`src/rtl/tq_pkg.sv`:
```
package tq_pkg;
    typedef enum logic {
        TX_IDLE  = 1'b0,
        TX_OFFER = 1'b1
    } tx_state_t;
endpackage

```
`src/rtl/tq_rx.sv`:
```
module tq_rx (
    input  logic clk,
    input  logic rst_n,
    input  logic up_go,
    input  logic full,
    input  logic pop,
    output logic push,
    output logic up_ack
);
    logic go_q;
    logic ack_lvl;
    logic pending;

    assign pending = go_q ^ ack_lvl;
    assign push    = pending && (!full || pop);
    assign up_ack  = ack_lvl;

    always_ff @(posedge clk or negedge rst_n) begin
        if (!rst_n) begin
            go_q    <= 1'b0;
            ack_lvl <= 1'b0;
        end else begin
            go_q    <= up_go;
            ack_lvl <= ack_lvl ^ push;
        end
    end


    ack_on_offer_chk: assert property (@(posedge clk) disable iff (!rst_n)
        !$stable(ack_lvl) |-> ($past(go_q) != $past(ack_lvl)));
endmodule

```
`src/rtl/tq_store.sv`:
```
module tq_store #(
    parameter int W     = 8,
    parameter int DEPTH = 2
) (
    input  logic         clk,
    input  logic         rst_n,
    input  logic         push,
    input  logic         pop,
    input  logic [W-1:0] wdata,
    output logic [W-1:0] head,
    output logic         full,
    output logic         empty,
    output logic         refill
);
    localparam int PW = (DEPTH > 1) ? $clog2(DEPTH) : 1;
    localparam int CW = $clog2(DEPTH + 1);
    localparam logic [PW-1:0] LAST = PW'(DEPTH - 1);
    localparam logic [CW-1:0] CMAX = CW'(DEPTH);

    logic [W-1:0]  mem [DEPTH];
    logic [PW-1:0] wr_ptr, rd_ptr;
    logic [CW-1:0] cnt, cnt_nxt;

    assign cnt_nxt = cnt + CW'(push) - CW'(pop);
    assign full    = (cnt == CMAX);
    assign empty   = (cnt == '0);
    assign refill  = (cnt_nxt != '0);
    assign head    = mem[rd_ptr];

    always_ff @(posedge clk or negedge rst_n) begin
        if (!rst_n) begin
            wr_ptr <= '0;
            rd_ptr <= '0;
            cnt    <= '0;
        end else begin
            cnt <= cnt_nxt;
            if (push) wr_ptr <= (wr_ptr == LAST) ? '0 : wr_ptr + 1'b1;
            if (pop)  rd_ptr <= (rd_ptr == LAST) ? '0 : rd_ptr + 1'b1;
        end
    end

    for (genvar i = 0; i < DEPTH; i++) begin : g_slot
        always_ff @(posedge clk) begin
            if (push && wr_ptr == PW'(i)) mem[i] <= wdata;
        end
    end


    no_overflow_chk: assert property (@(posedge clk) disable iff (!rst_n)
        (push && !pop) |-> (cnt < CMAX));

    no_underflow_chk: assert property (@(posedge clk) disable iff (!rst_n)
        pop |-> (cnt != '0));
endmodule

```
`src/rtl/tq_tx.sv`:
```
module tq_tx
    import tq_pkg::*;
#(
    parameter int W = 8
) (
    input  logic         clk,
    input  logic         rst_n,
    input  logic         empty,
    input  logic         refill,
    input  logic         dn_ack,
    input  logic [W-1:0] head,
    output logic         dn_go,
    output logic [W-1:0] dn_data,
    output logic         pop
);
    tx_state_t state, state_nxt;
    logic go_lvl, ack_q, flip;

    always_ff @(posedge clk or negedge rst_n) begin
        if (!rst_n) begin
            state  <= TX_IDLE;
            go_lvl <= 1'b0;
            ack_q  <= 1'b0;
        end else begin
            state  <= state_nxt;
            go_lvl <= go_lvl ^ flip;
            ack_q  <= dn_ack;
        end
    end

    always_comb begin
        state_nxt = state;
        flip      = 1'b0;
        pop       = 1'b0;
        unique case (state)
            TX_IDLE: begin
                if (!empty) begin
                    flip      = 1'b1;
                    state_nxt = TX_OFFER;
                end
            end
            TX_OFFER: begin
                if (ack_q == go_lvl) begin
                    pop = 1'b1;
                    if (refill) flip = 1'b1;
                    else        state_nxt = TX_IDLE;
                end
            end
            default: state_nxt = TX_IDLE;
        endcase
    end

    assign dn_go   = go_lvl;
    assign dn_data = head;


    offer_after_ack_chk: assert property (@(posedge clk) disable iff (!rst_n)
        !$stable(go_lvl) |-> ($past(go_lvl) == $past(ack_q)));

    head_hold_chk: assert property (@(posedge clk) disable iff (!rst_n)
        (state == TX_OFFER && !pop) |=> $stable(head));
endmodule

```
`src/rtl/tq_elastic.sv`:
```
module tq_elastic #(
    parameter int W     = 8,
    parameter int DEPTH = 2
) (
    input  logic         clk,
    input  logic         rst_n,
    input  logic         up_go,
    input  logic [W-1:0] up_data,
    output logic         up_ack,
    output logic         dn_go,
    output logic [W-1:0] dn_data,
    input  logic         dn_ack
);
    logic push, pop, full, empty, refill;
    logic [W-1:0] head;

    tq_rx u_rx (
        .clk(clk), .rst_n(rst_n), .up_go(up_go), .full(full),
        .pop(pop), .push(push), .up_ack(up_ack)
    );

    tq_store #(.W(W), .DEPTH(DEPTH)) u_store (
        .clk(clk), .rst_n(rst_n), .push(push), .pop(pop), .wdata(up_data),
        .head(head), .full(full), .empty(empty), .refill(refill)
    );

    tq_tx #(.W(W)) u_tx (
        .clk(clk), .rst_n(rst_n), .empty(empty), .refill(refill),
        .dn_ack(dn_ack), .head(head), .dn_go(dn_go), .dn_data(dn_data),
        .pop(pop)
    );


    reset_idle_chk: assert property (@(posedge clk)
        !rst_n |-> (!up_ack && !dn_go));
endmodule

```
`config.mk`:
```
export PLATFORM = sky130hd
export DESIGN_NAME = tq_elastic
export DESIGN_NICKNAME = d
export VERILOG_FILES = /design/src/rtl/tq_pkg.sv /design/src/rtl/tq_rx.sv /design/src/rtl/tq_store.sv /design/src/rtl/tq_tx.sv /design/src/rtl/tq_elastic.sv
export SDC_FILE = /design/constraint.sdc
export NUM_CORES = 1
export LEC_CHECK = 0
export CAP_MARGIN = 25
export CORE_UTILIZATION = 52
export CTS_CLUSTER_SIZE = 24
export DETAILED_ROUTE_END_ITERATION = 8
export PLACE_DENSITY = 0.82
export SYNTH_ARGS = -nofsm -noshare
export SYNTH_HDL_FRONTEND = slang
export SYNTH_SLANG_ARGS = --single-unit
```
`constraint.sdc`:
```
create_clock -name clk -period 4.07 [get_ports clk]
set_input_delay 0.407 -clock clk [delete_from_list [all_inputs] [get_ports clk]]
set_output_delay 0.407 -clock clk [all_outputs]
set_load 0.01 [all_outputs]
```
# Yosys cells after proc, flatten, opt, wreduce, memory -nomap -nowiden
# Memories as Yosys holds them, arrays and structs flattened.
# Cells that the tools add are included.
[totals]
ram_bits = 16
elab_cells = 45
output_inout_bits = 10
inputBits = 12
reg_bits = 9
mem_count = 1
[memory_table]
columns = ["memory", "words", "word_bits", "read_ports", "rd_ports_with_merged_regs", "wr", "line_no", "source"]
rows = [
  ["u_store.mem", 2, 8, 1, 0, 1, "tq_store.sv:20", "logic [W-1:0] mem [DEPTH];"],
]
[classes]
reduce_logical = 8
n_addsub = 4
n_eq_ne = 2
bitwise_logic = 5
n_mux = 17
[ops]
columns = ["operator", "count"]
rows = [
  ["2-to-1 mux 1 bit", 14],
  ["2-to-1 mux 8 bit", 1],
  ["OR reduction 8 bit", 1],
  ["one-hot mux 1 bit (2 select lines)", 2],
  ["logical AND 1 bit", 3],
  ["bitwise XOR 1 bit", 3],
  ["adder 1 bit (second input constant)", 2],
  ["adder 2 x 1 -> 2 bit", 1],
  ["equality test 2 bit (second input constant)", 1],
  ["logical NOT 2 bit", 1],
  ["inverter 1 bit", 2],
  ["nonzero test 2 bit", 1],
  ["subtractor 2 x 1 -> 2 bit", 1],
  ["equality test 1 bit", 1],
  ["logical NOT 1 bit", 1],
  ["logical OR 1 bit", 1],
]

# Longest topological paths before layout
# Gate-level depths: netlist (run 1).
[depth]
word_depth = 12
ltp_mapped = 8
ltp_nobuf = 8

# Cells and area by module
# Synthesis (run 1) repeated with hierarchy kept, for this count alone.
[unflattened]
hier_cells = 70
area_unflattened_um2 = 1077.3
[modules_own_cells]
columns = ["mod", "area_per_inst_um2", "cells_each", "instances"]
rows = [
  ["tq_store", 792.0, 44, 1],
  ["tq_tx", 190.2, 20, 1],
  ["tq_rx", 95.1, 6, 1],
]

# Worst setup path after synthesis (run 1)
# Ideal clock, no wire load.
[synth_timing]
kind = "register to register"
from = "register u_tx.go_lvl, in the netlist u_tx.dn_go"
to = "register u_tx.go_lvl, in the netlist u_tx.dn_go"
t_arrival_ps = 1806
setup_slack_ps = 2127
setup_ps = 138
path_stages_with_launch = 9
path_cell_list = "dfrtp_1 -> xor2_1 -> or2_4 -> inv_1 -> ha_1 -> xnor2_1 -> a21oi_1 -> a31oi_1 -> o221ai_1"
[synth_between]
elab_chain_len = 12
[synth_lines]
columns = ["element", "line_no", "source"]
rows = [
  ["from (decl)", "tq_tx.sv:17", "logic go_lvl, ack_q, flip;"],
  ["from (signal assigned)", "tq_tx.sv:26", "go_lvl <= go_lvl ^ flip;"],
  ["equality test 1 bit (*)", "tq_tx.sv:43", "if (ack_q == go_lvl) begin"],
  ["2-to-1 mux 1 bit (*)", "tq_tx.sv:43", ""],
  ["2-to-1 mux 1 bit (*)", "tq_tx.sv:35", "unique case (state)"],
  ["named net pop", "tq_elastic.sv:14", "logic push, pop, full, empty, refill;"],
  ["logical OR 1 bit", "tq_rx.sv:15", "assign push = pending && (!full || pop);"],
  ["logical AND 1 bit", "tq_rx.sv:15", ""],
  ["adder 2 x 1 -> 2 bit", "tq_store.sv:24", "assign cnt_nxt = cnt + CW'(push) - CW'(pop);"],
  ["subtractor 2 x 1 -> 2 bit (*)", "tq_store.sv:24", ""],
  ["nonzero test 2 bit (*)", "tq_store.sv:27", "assign refill = (cnt_nxt != '0);"],
  ["2-to-1 mux 1 bit (*)", "tq_tx.sv:45", "if (refill) flip = 1'b1;"],
  ["2-to-1 mux 1 bit (*)", "tq_tx.sv:43", ""],
  ["one-hot mux 1 bit (2 select lines) (*)", "tq_tx.sv:35", ""],
  ["bitwise XOR 1 bit (*)", "tq_tx.sv:26", ""],
]
# Mark *: on every way through the listed nets, which the timed path passes. The rest lies on a longest branch.
# A chain may end at the register's enable or synchronous reset.

# Worst setup path after layout (run 1)
[layout_timing]
from = "register u_store.rd_ptr"
to = "output port dn_data[3]"
[layout_between]
elab_chain_len = 1
[layout_lines]
columns = ["element", "line_no", "source"]
rows = [
  ["from (decl)", "tq_store.sv:21", "logic [PW-1:0] wr_ptr, rd_ptr;"],
  ["from (signal assigned)", "tq_store.sv:38", "if (pop) rd_ptr <= (rd_ptr == LAST) ? '0 : rd_ptr + 1'b1;"],
  ["memory read (2 x 8 bit)", "--", ""],
  ["to (decl)", "tq_elastic.sv:11", "output logic [W-1:0] dn_data,"],
]
# No other way between the ends.

==> flow_summary.ini, run 1 <==
[sta]
fin_crit_ns = 2.182
worst_pin_slew_ns = 0.7084
rsz0062_at_grt = false
finalCritPeriodShare = 0.5361
drv_slew = 0
fmax_mhz = 458.3
setup_viol = 0
relSlewSlack = 0.5268
fin_worst_skew_ns = 0.003603
hold_viol_final = 0
finalSetupTns_ns = 0

[cts]
cts.path.max_buffers = 2
clock-sinks = 25
hold_buffers = 0
post-cts-setup-buffers = 0
cts_resized = 0
cts_tree = built
htreeDepth = 1
cts_made_buffers = 3
clk_latency_ns = 0.32
path_clk_slew_ns = 0.13
cts_root_buf = clkbuf_4

[route]
vias = 619
wl_per_cell_um = 13.64
ant_nets = 0
first_iter_violations = 15
first_pass_iters = 4
via_per_inst = 5.291
drc_errors = 0
wl_um = 1596

[pwr]
switching_power_mw = 0.3372
power.density_nw_per_um2 = 760.4
intPower_mw = 0.6598
combPwrFrac = 0.463
switching_share = 0.3382
ir_drop_mv = 0.4565
seq_power_share = 0.429
p_clk_frac = 0.108
leakage_nw = 0.4916

[run]
drv_cap = 0

[yosys]
syn-num-nets = 81
synth_top_family_by_area = multiplexers
yosys.area_share.simple = 0.07775
synth_compound_gate_area_share = 0.05383
synth_fa_ha_area_frac = 0.01196
synth-seq-area-share = 0.6746
yosysWarnings = 0
syn_inst = 68
syn_area_um2 = 1046
ys_seq_elements = 25
synth.area.mux_share = 0.1005
synth_cell_types = 25
syn-mean-instance-area_um2 = 15.38
synth_xor_area_frac = 0.06699

[die]
initial_utilization = 0.5806
rows = 15
fp.dieH_um = 46.85
core_area_um2 = 1802
die_x_um = 46.85
io_pins = 22
die_area_um2 = 2195

[cells_and_area]
synthToLayoutAreaGrowth_pct = 25.36
diodes = 0
final_common_cell = clkdlybuf4s50_1
layout-drive-gt1-share = 0.1630
layout_common_cells = clkdlybuf4s50_1, edfxtp_1, dfrtp_1
design_area_um2 = 1311
num-nets-final = 106
fillers = 127

[critical_path]
cp-start-kind = register
critPathSlowestCell = dfrtp_1
critPathCaptureType = output port
timing.rr.start = u_tx.dn_go$_DFF_PN0_
crit_chain = mux2_2, clkdlybuf4s50_1
r2r_end = u_tx.dn_go$_DFF_PN0_
crit_family = flip-flops
slowest_delay_ns = 0.59
critPathBufInv = 1
cp.required_ns = 3.66
r2r_slack_ns = 1.92
reg2regPathDepth = 8
cp.arrival_ns = 1.77
path_max_fanout = 9
critical_path_class = reg -> out

[global_routing]
grt_pass1_vias = 587
grt_pass1_wl_um = 2546
grt_max_degree = 15
grt.overflow.total = 0
antenna_found_initial = 0
grt_util_all_layers = 0.1815

[worst_hold_path]
timing.hold.worst.class = in -> async

[outcome]
status = complete, no violations

[placement]
port_buffers = 21
placed_cell_area_um2 = 1284
gp_congestion = 0.8230
hpwl_um = 1189
## power by group through the flow
stage | registers (mW) | logic (mW) | clock network [mW]
after global routing | 0.442 | 0.505 | 0.116
final | 0.427 | 0.462 | 0.108
after CTS | 0.428 | 0.466 | 0.112
after global placement | 0.428 | 0.453 | 0
after detailed placement | 0.434 | 0.463 | 0
after floorplan | 0.409 | 0.322 | 0
## how the worst max path moves through the flow
| stage | from | end | slack [ns] | cells past startpoint |
|---|---|---|---|---|
| after global routing | u_tx.dn_go$_DFF_PN0_ | u_tx.dn_go$_DFF_PN0_ | 1.73 | 8 |
| after floorplan | u_tx.dn_go$_DFF_PN0_ | u_tx.dn_go$_DFF_PN0_ | 2.13 | 8 |
| final | u_store.rd_ptr$_DFFE_PN0P_ | dn_data[3] | 1.89 | 2 |
| after detailed placement | u_tx.dn_go$_DFF_PN0_ | u_store.mem[0][4]$_DFFE_PP_ | 1.97 | 3 |
| after global placement | u_tx.dn_go$_DFF_PN0_ | u_store.mem[0][4]$_DFFE_PP_ | 2.01 | 3 |
| after CTS | u_store.rd_ptr$_DFFE_PN0P_ | dn_data[2] | 1.86 | 2 |
## registers in the layout (all words and copies together) (netlist names), named ones only
register,cells
u_store.cnt,2
u_tx.ack_q,1
u_store.wr_ptr,1
u_rx.go_q,1
u_store.mem,16
u_tx.state,1
u_store.rd_ptr,1
u_tx.dn_go,1
## per-layer routing
layer  up-vias  wire [µm]  track usage
li1        296          -            -
met1       295        694       0.2165
met2        23        783       0.2889
met3         5         65      0.03846
met4         0         53       0.1371
met5         -          0            0
## layout make-up
class | count | area [µm²] | share of cell area
Clock buffer | 3 | 22.52 | 0.01718
Timing Repair Buffer | 21 | 210.2 | 0.1603
Multi-Input combinational cell | 39 | 325.3 | 0.2481
Clock inverter | 1 | 5.005 | 0.003817
Tap cell | 25 | 31.28 | 0.02385
Inverter | 3 | 11.26 | 0.008588
Sequential cell | 25 | 705.7 | 0.5382
## synthesized netlist by cell type (all sizes together)
cell type / count / share of area
a211oi: 1 / 0.012
a21oi: 3 / 0.014
a31oi: 1 / 0.0060
and2: 1 / 0.0060
and2b: 2 / 0.014
clkbuf: 1 / 0.0036
dfrtp: 9 / 0.22
edfxtp: 16 / 0.46
ha: 1 / 0.012
inv: 3 / 0.011
mux2: 9 / 0.10
nand2: 2 / 0.0072
nand3: 1 / 0.0048
nand3b: 1 / 0.0072
nor2: 1 / 0.0036
nor2b: 1 / 0.0060
nor3b: 2 / 0.014
o21ai: 1 / 0.0048
o221ai: 1 / 0.0084
o31a: 1 / 0.0084
or2: 1 / 0.0084
or3: 1 / 0.0060
xnor2: 5 / 0.042
xor2: 3 / 0.025
## cell families (layout without fill, tap and decap cells)
| group | Yosys count | count (layout) |
|---|---|---|
| buf+inv | 4 | 28 |
| xor+xnor | 8 | 8 |
| mux | 9 | 9 |
| flops | 25 | 25 |
| simple gates | 13 | 13 |
| compound gates | 8 | 8 |
| fa+ha+maj | 1 | 1 |
## worst reg2reg max path: cells and delay by family (launching register included)
kind	cells	cell delay [ns]
AO/OA/AOI/OAI	3	0.43
XOR/XNOR	2	0.72
AND/OR/NAND/NOR	1	0.18
flip-flops	1	0.46
buffers and inverters	1	0.04
adder cells (fa/ha/maj)	1	0.19
## per-stage QoR
step	instances	worst slack [ns]	util	hold slack, ns	power (mW)
floorplan	68	2.127	-	0.1114	0.7308
global placement	113	2.006	0.7125	0.4699	0.8818
detailed placement	113	1.972	0.7125	0.4837	0.8971
CTS	117	1.860	0.7278	0.3764	1.006
global route	117	1.734	0.7278	0.3855	1.062
finish	117	1.888	0.7278	0.3640	0.9970
Power figures use the tool's default switching activity.
==> run 2, diff against run 1 <==
--- a/config.mk
+++ b/config.mk
@@ -6,10 +6,10 @@
 export NUM_CORES = 1
 export LEC_CHECK = 0
 export CAP_MARGIN = 25
-export CORE_UTILIZATION = 52
+export CORE_UTILIZATION = 49
 export CTS_CLUSTER_SIZE = 24
 export DETAILED_ROUTE_END_ITERATION = 8
-export PLACE_DENSITY = 0.82
+export PLACE_DENSITY = 0.78
 export SYNTH_ARGS = -nofsm -noshare
 export SYNTH_HDL_FRONTEND = slang
 export SYNTH_SLANG_ARGS = --single-unit
==> constraint.sdc (replaced) <==
create_clock -name clk -period 2.2 [get_ports clk]
set_input_delay 0.22 -clock clk [delete_from_list [all_inputs] [get_ports clk]]
set_output_delay 0.22 -clock clk [all_outputs]
set_load 0.01 [all_outputs]
==> run 2 against run 1 <==
Sequential power is 86% higher. Worst setup slack worse by 1.7 ns. First-iteration DRC count is 47% lower. Highest routed layer unchanged. Critical path depth is 6 higher. Non-clock buffer count is 1 higher. Largest cell class unchanged. Clock skew is 0.0022 ns higher.
==> flow_summary.ini, run 2 (synthesized netlist as in run 1, its figures left out) <==
[outcome]
status = complete, no violations

[route]
first_iter_violations = 8
ant_nets = 0
wl_um = 1671
first_pass_iters = 4
drc_errors = 0
via_per_inst = 5.350
wl_per_cell_um = 13.93
vias = 642

[critical_path]
reg2regPathDepth = 8
crit_start = u_tx.dn_go$_DFF_PN0_
endpoint = u_tx.dn_go$_DFF_PN0_
r2r_slack_ns = 0.16
cp-start-kind = register
timing.rr.start = u_tx.dn_go$_DFF_PN0_
path_max_fanout = 7
r2r_end = u_tx.dn_go$_DFF_PN0_
critPathCaptureType = register
cp.required_ns = 2.40
critical_path_class = reg -> reg
cp.arrival_ns = 2.23

[run]
drv_cap = 0

[sta]
rsz0062_at_grt = false
drv_slew = 0
fmax_mhz = 490.4
relSlewSlack = 0.5874
fin_crit_ns = 2.039
finalCritPeriodShare = 0.9269
timing.hold.ws_ns = 0.1870
worst_pin_slew_ns = 0.6144
fin_worst_skew_ns = 0.005823
finalSetupTns_ns = 0
setup_viol = 0
hold_viol_final = 0

[die]
core_area_um2 = 1982
die_area_um2 = 2323
fp.dieH_um = 48.20
die_x_um = 48.20
initial_utilization = 0.5278
io_pins = 22
rows = 16

[placement]
port_buffers = 21
hpwl_um = 1166
gp_congestion = 0.7299

[global_routing]
antenna_found_initial = 0
grt_util_all_layers = 0.1518
grt.overflow.total = 0
grt_pass1_wl_um = 2318
grt_max_degree = 16
grt_pass1_vias = 516

[cts]
clock-sinks = 25
post-cts-setup-buffers = 0
clk_latency_ns = 0.32
htreeDepth = 1
cts_tree = built
path_clk_slew_ns = 0.13
cts_root_buf = clkbuf_4
hold_buffers = 0
cts.path.max_buffers = 2
cts_made_buffers = 3
cts_resized = 0

[cells_and_area]
largest_reg_flops = 16
layout-drive-gt1-share = 0.1828
layout_common_cells = clkdlybuf4s50_1, edfxtp_1, dfrtp_1
largestRegisters = u_store.mem x16, u_store.cnt x2
diodes = 0
final_common_cell = clkdlybuf4s50_1
regMostFlops = u_store.mem
num-nets-final = 107
synthToLayoutAreaGrowth_pct = 27.27

[pwr]
power.density_nw_per_um2 = 1426
finalPower_mw = 1.899
ir_drop_mv = 0.9054
leakage_nw = 0.4983

[worst_hold_path]
timing.hold.worst.class = in -> async
[run 2: worst min path at each step]
stage / cells past startpoint / to / start
after CTS: 1 / u_store.wr_ptr$_DFFE_PN0P_ / rst_n
final: 1 / u_store.wr_ptr$_DFFE_PN0P_ / rst_n
after floorplan: 0 / asynchronous set/reset pin / rst_n
after global routing: 1 / u_store.wr_ptr$_DFFE_PN0P_ / rst_n
after detailed placement: 1 / u_store.wr_ptr$_DFFE_PN0P_ / u_store.wr_ptr$_DFFE_PN0P_
after global placement: 1 / u_store.wr_ptr$_DFFE_PN0P_ / u_store.wr_ptr$_DFFE_PN0P_
[run 2: metrics by stage]
stage               setup slack, ns    util  area (µm²)  instances
finish                       0.1608  0.6717        1331        120
floorplan                    0.2566       -        1046         68
global route                0.02164  0.6717        1331        120
CTS                         0.01049  0.6679        1324        120
global placement             0.1523  0.6528        1294        116
detailed placement          0.05615  0.6528        1294        116
[run 2: cell type report]
class,instances,area [µm²]
fill,142,650.6
sequential,25,705.7
tap,27,33.78
inverter,3,11.26
clock buffer,3,22.52
clock inverter,1,7.507
multi-input combinational,39,332.8
timing repair buffer,22,217.7
[run 2: worst max-delay path, stage by stage (launching register included)]
cell,delay (ns)
dfrtp_1,0.46
xor2_1,0.24
or2_4,0.17
inv_1,0.04
ha_1,0.22
xnor2_2,0.34
a21oi_1,0.13
a31oi_1,0.18
o221ai_1,0.14
[run 2: report_power, final]
part | internal [mW] | switching (mW) | total, mW
sequential | 0.681 | 0.113 | 0.793
clock | 0.0695 | 0.135 | 0.205
combinational | 0.495 | 0.405 | 0.901
[run 2: per-layer routing]
metal  vias to the layer above  wire length [µm]  global-route usage
met1                       324               746              0.2192
met3                         4                66             0.02222
li1                        295                 -                   -
met5                         -                 0                   0
met2                        19               826              0.2213
met4                         0                32             0.08333
==> run 3, diff against run 2 <==
--- a/config.mk
+++ b/config.mk
@@ -6,6 +6,7 @@
 export NUM_CORES = 1
 export LEC_CHECK = 0
 export CAP_MARGIN = 25
+export CORE_ASPECT_RATIO = 1.2
 export CORE_UTILIZATION = 49
 export CTS_CLUSTER_SIZE = 24
 export DETAILED_ROUTE_END_ITERATION = 8
==> run 3 against run 2 <==
Non-clock buffer count unchanged. Final cell count decreased by 6.7%. Via count decreased by 4.7%. Fmax increased by 2.3%. Global-route usage increased by 1.8 points.
==> flow_summary.ini, run 3 (synthesized netlist as in run 1, its figures left out) <==
[critical_path]
path_max_fanout = 7
critPathBufInv = 1
reg2regPathDepth = 8
cp.required_ns = 2.40
slowest_delay_ns = 0.46
cp.arrival_ns = 2.19
critPathCaptureType = register
crit_chain = xor2_1, or2_4, inv_1, ha_1, xnor2_2, a21oi_1, a31oi_1, o221ai_1
timing.rr.start = u_tx.dn_go$_DFF_PN0_
r2r_end = u_tx.dn_go$_DFF_PN0_
crit_family = XOR/XNOR gates
r2r_slack_ns = 0.21
critPathSlowestCell = dfrtp_1
critical_path_class = reg -> reg
cp-start-kind = register

[cts]
cts_resized = 0
path_clk_slew_ns = 0.13
cts_made_buffers = 3
clk_latency_ns = 0.31
cts_root_buf = clkbuf_4
cts_tree = built
cts.path.max_buffers = 2
clock-sinks = 25
hold_buffers = 0
htreeDepth = 1
post-cts-setup-buffers = 0

[cells_and_area]
synthToLayoutAreaGrowth_pct = 25.96
layout_common_cells = clkdlybuf4s50_1, edfxtp_1, dfrtp_1
regMostFlops = u_store.mem
layout-drive-gt1-share = 0.1720
diodes = 0
instances_no_fill = 112
largest_reg_flops = 16
largestRegisters = u_store.mem x16, u_store.cnt x2
final_common_cell = clkdlybuf4s50_1
num-nets-final = 107

[die]
rows = 17
initial_utilization = 0.5464
io_pins = 22
die_x_um = 44.18
core_area_um2 = 1914
fp.dieH_um = 52.61
die_area_um2 = 2324

[sta]
relSlewSlack = 0.6004
fin_crit_ns = 1.993
finalCritPeriodShare = 0.9059
fin_worst_skew_ns = 0.008767
finalSetupTns_ns = 0
hold_viol_final = 0
worst_pin_slew_ns = 0.5952
rsz0062_at_grt = false
setup_viol = 0
drv_slew = 0
fmax_mhz = 501.8

[route]
drc_errors = 0
ant_nets = 0
wl_per_cell_um = 14.50
first_pass_iters = 6
via_per_inst = 5.464
wl_um = 1624
vias = 612
first_iter_violations = 6

[placement]
gp_congestion = 0.8170
numPlacedInstances = 108
hpwl_um = 1227
port_buffers = 21

[global_routing]
grt_max_degree = 14
grt_pass1_vias = 616
antenna_found_initial = 0
grt.overflow.total = 0
grt_pass1_wl_um = 2677
grt_util_all_layers = 0.1701

[pwr]
ir_drop_mv = 0.9074
leakage_nw = 0.4993
power.density_nw_per_um2 = 1424

[worst_hold_path]
timing.hold.worst.class = in -> async

[run]
drv_cap = 0

[outcome]
status = complete, no violations
==> run 3: cell types whose count changed in the layout (fill, tap and decap cells not counted) <==
cell	previous run	this run
clkbuf_1	0	1
clkinvlp_4	1	0
==> run 3: final cells by class <==
class	instances	area, µm²
timing repair buffer	22	217.7
inverter	3	11.26
sequential	25	705.7
fill	153	596.8
clock buffer	4	26.28
tap	19	23.77
multi-input combinational	39	332.8
==> run 3: per-stage QoR <==
step           hold slack, ns  instance area (µm²)    util  worst slack (ns)  total power [mW]
2_1_floorplan        -0.07559                 1046       -            0.2566             1.352
3_3_place_gp           0.4711                 1284  0.6706            0.1694             1.644
3_5_place_dp           0.4840                 1284  0.6706           0.07057             1.684
4_1_cts                0.1962                 1310  0.6843           0.03964             1.879
5_1_grt                0.2164                 1318  0.6882           0.05441             1.996
6_report               0.1808                 1318  0.6882            0.2071             1.876
==> run 3: worst max path at each step <==
stage / slack [ns] / from / depth (start not counted) / endpoint
6_report: 0.21 / u_tx.dn_go$_DFF_PN0_ / 8 / u_tx.dn_go$_DFF_PN0_
5_1_grt: 0.05 / u_tx.dn_go$_DFF_PN0_ / 8 / u_tx.dn_go$_DFF_PN0_
4_1_cts: 0.04 / u_tx.dn_go$_DFF_PN0_ / 8 / u_tx.dn_go$_DFF_PN0_
3_5_place_dp: 0.07 / u_tx.dn_go$_DFF_PN0_ / 8 / u_tx.dn_go$_DFF_PN0_
3_3_place_gp: 0.17 / u_tx.dn_go$_DFF_PN0_ / 8 / u_tx.dn_go$_DFF_PN0_
2_1_floorplan: 0.26 / u_tx.dn_go$_DFF_PN0_ / 8 / u_tx.dn_go$_DFF_PN0_
==> run 3: power by group <==
group          internal, mW  total, mW  leakage (nW)  switching, mW
registers             0.681      0.789         0.253          0.108
logic                 0.495      0.890         0.232          0.396
clock network        0.0709      0.197        0.0150          0.126
==> run 3: layer usage <==
layer | vias to the layer above | share of wire | routed length [µm] | global-route usage
met3 | 4 | 0.036 | 59 | 0.03793
li1 | 296 | - | - | -
met2 | 15 | 0.53 | 861 | 0.2843
met5 | - | 0 | 0 | 0
met4 | 0 | 0.019 | 31 | 0.1061
met1 | 297 | 0.41 | 671 | 0.1936
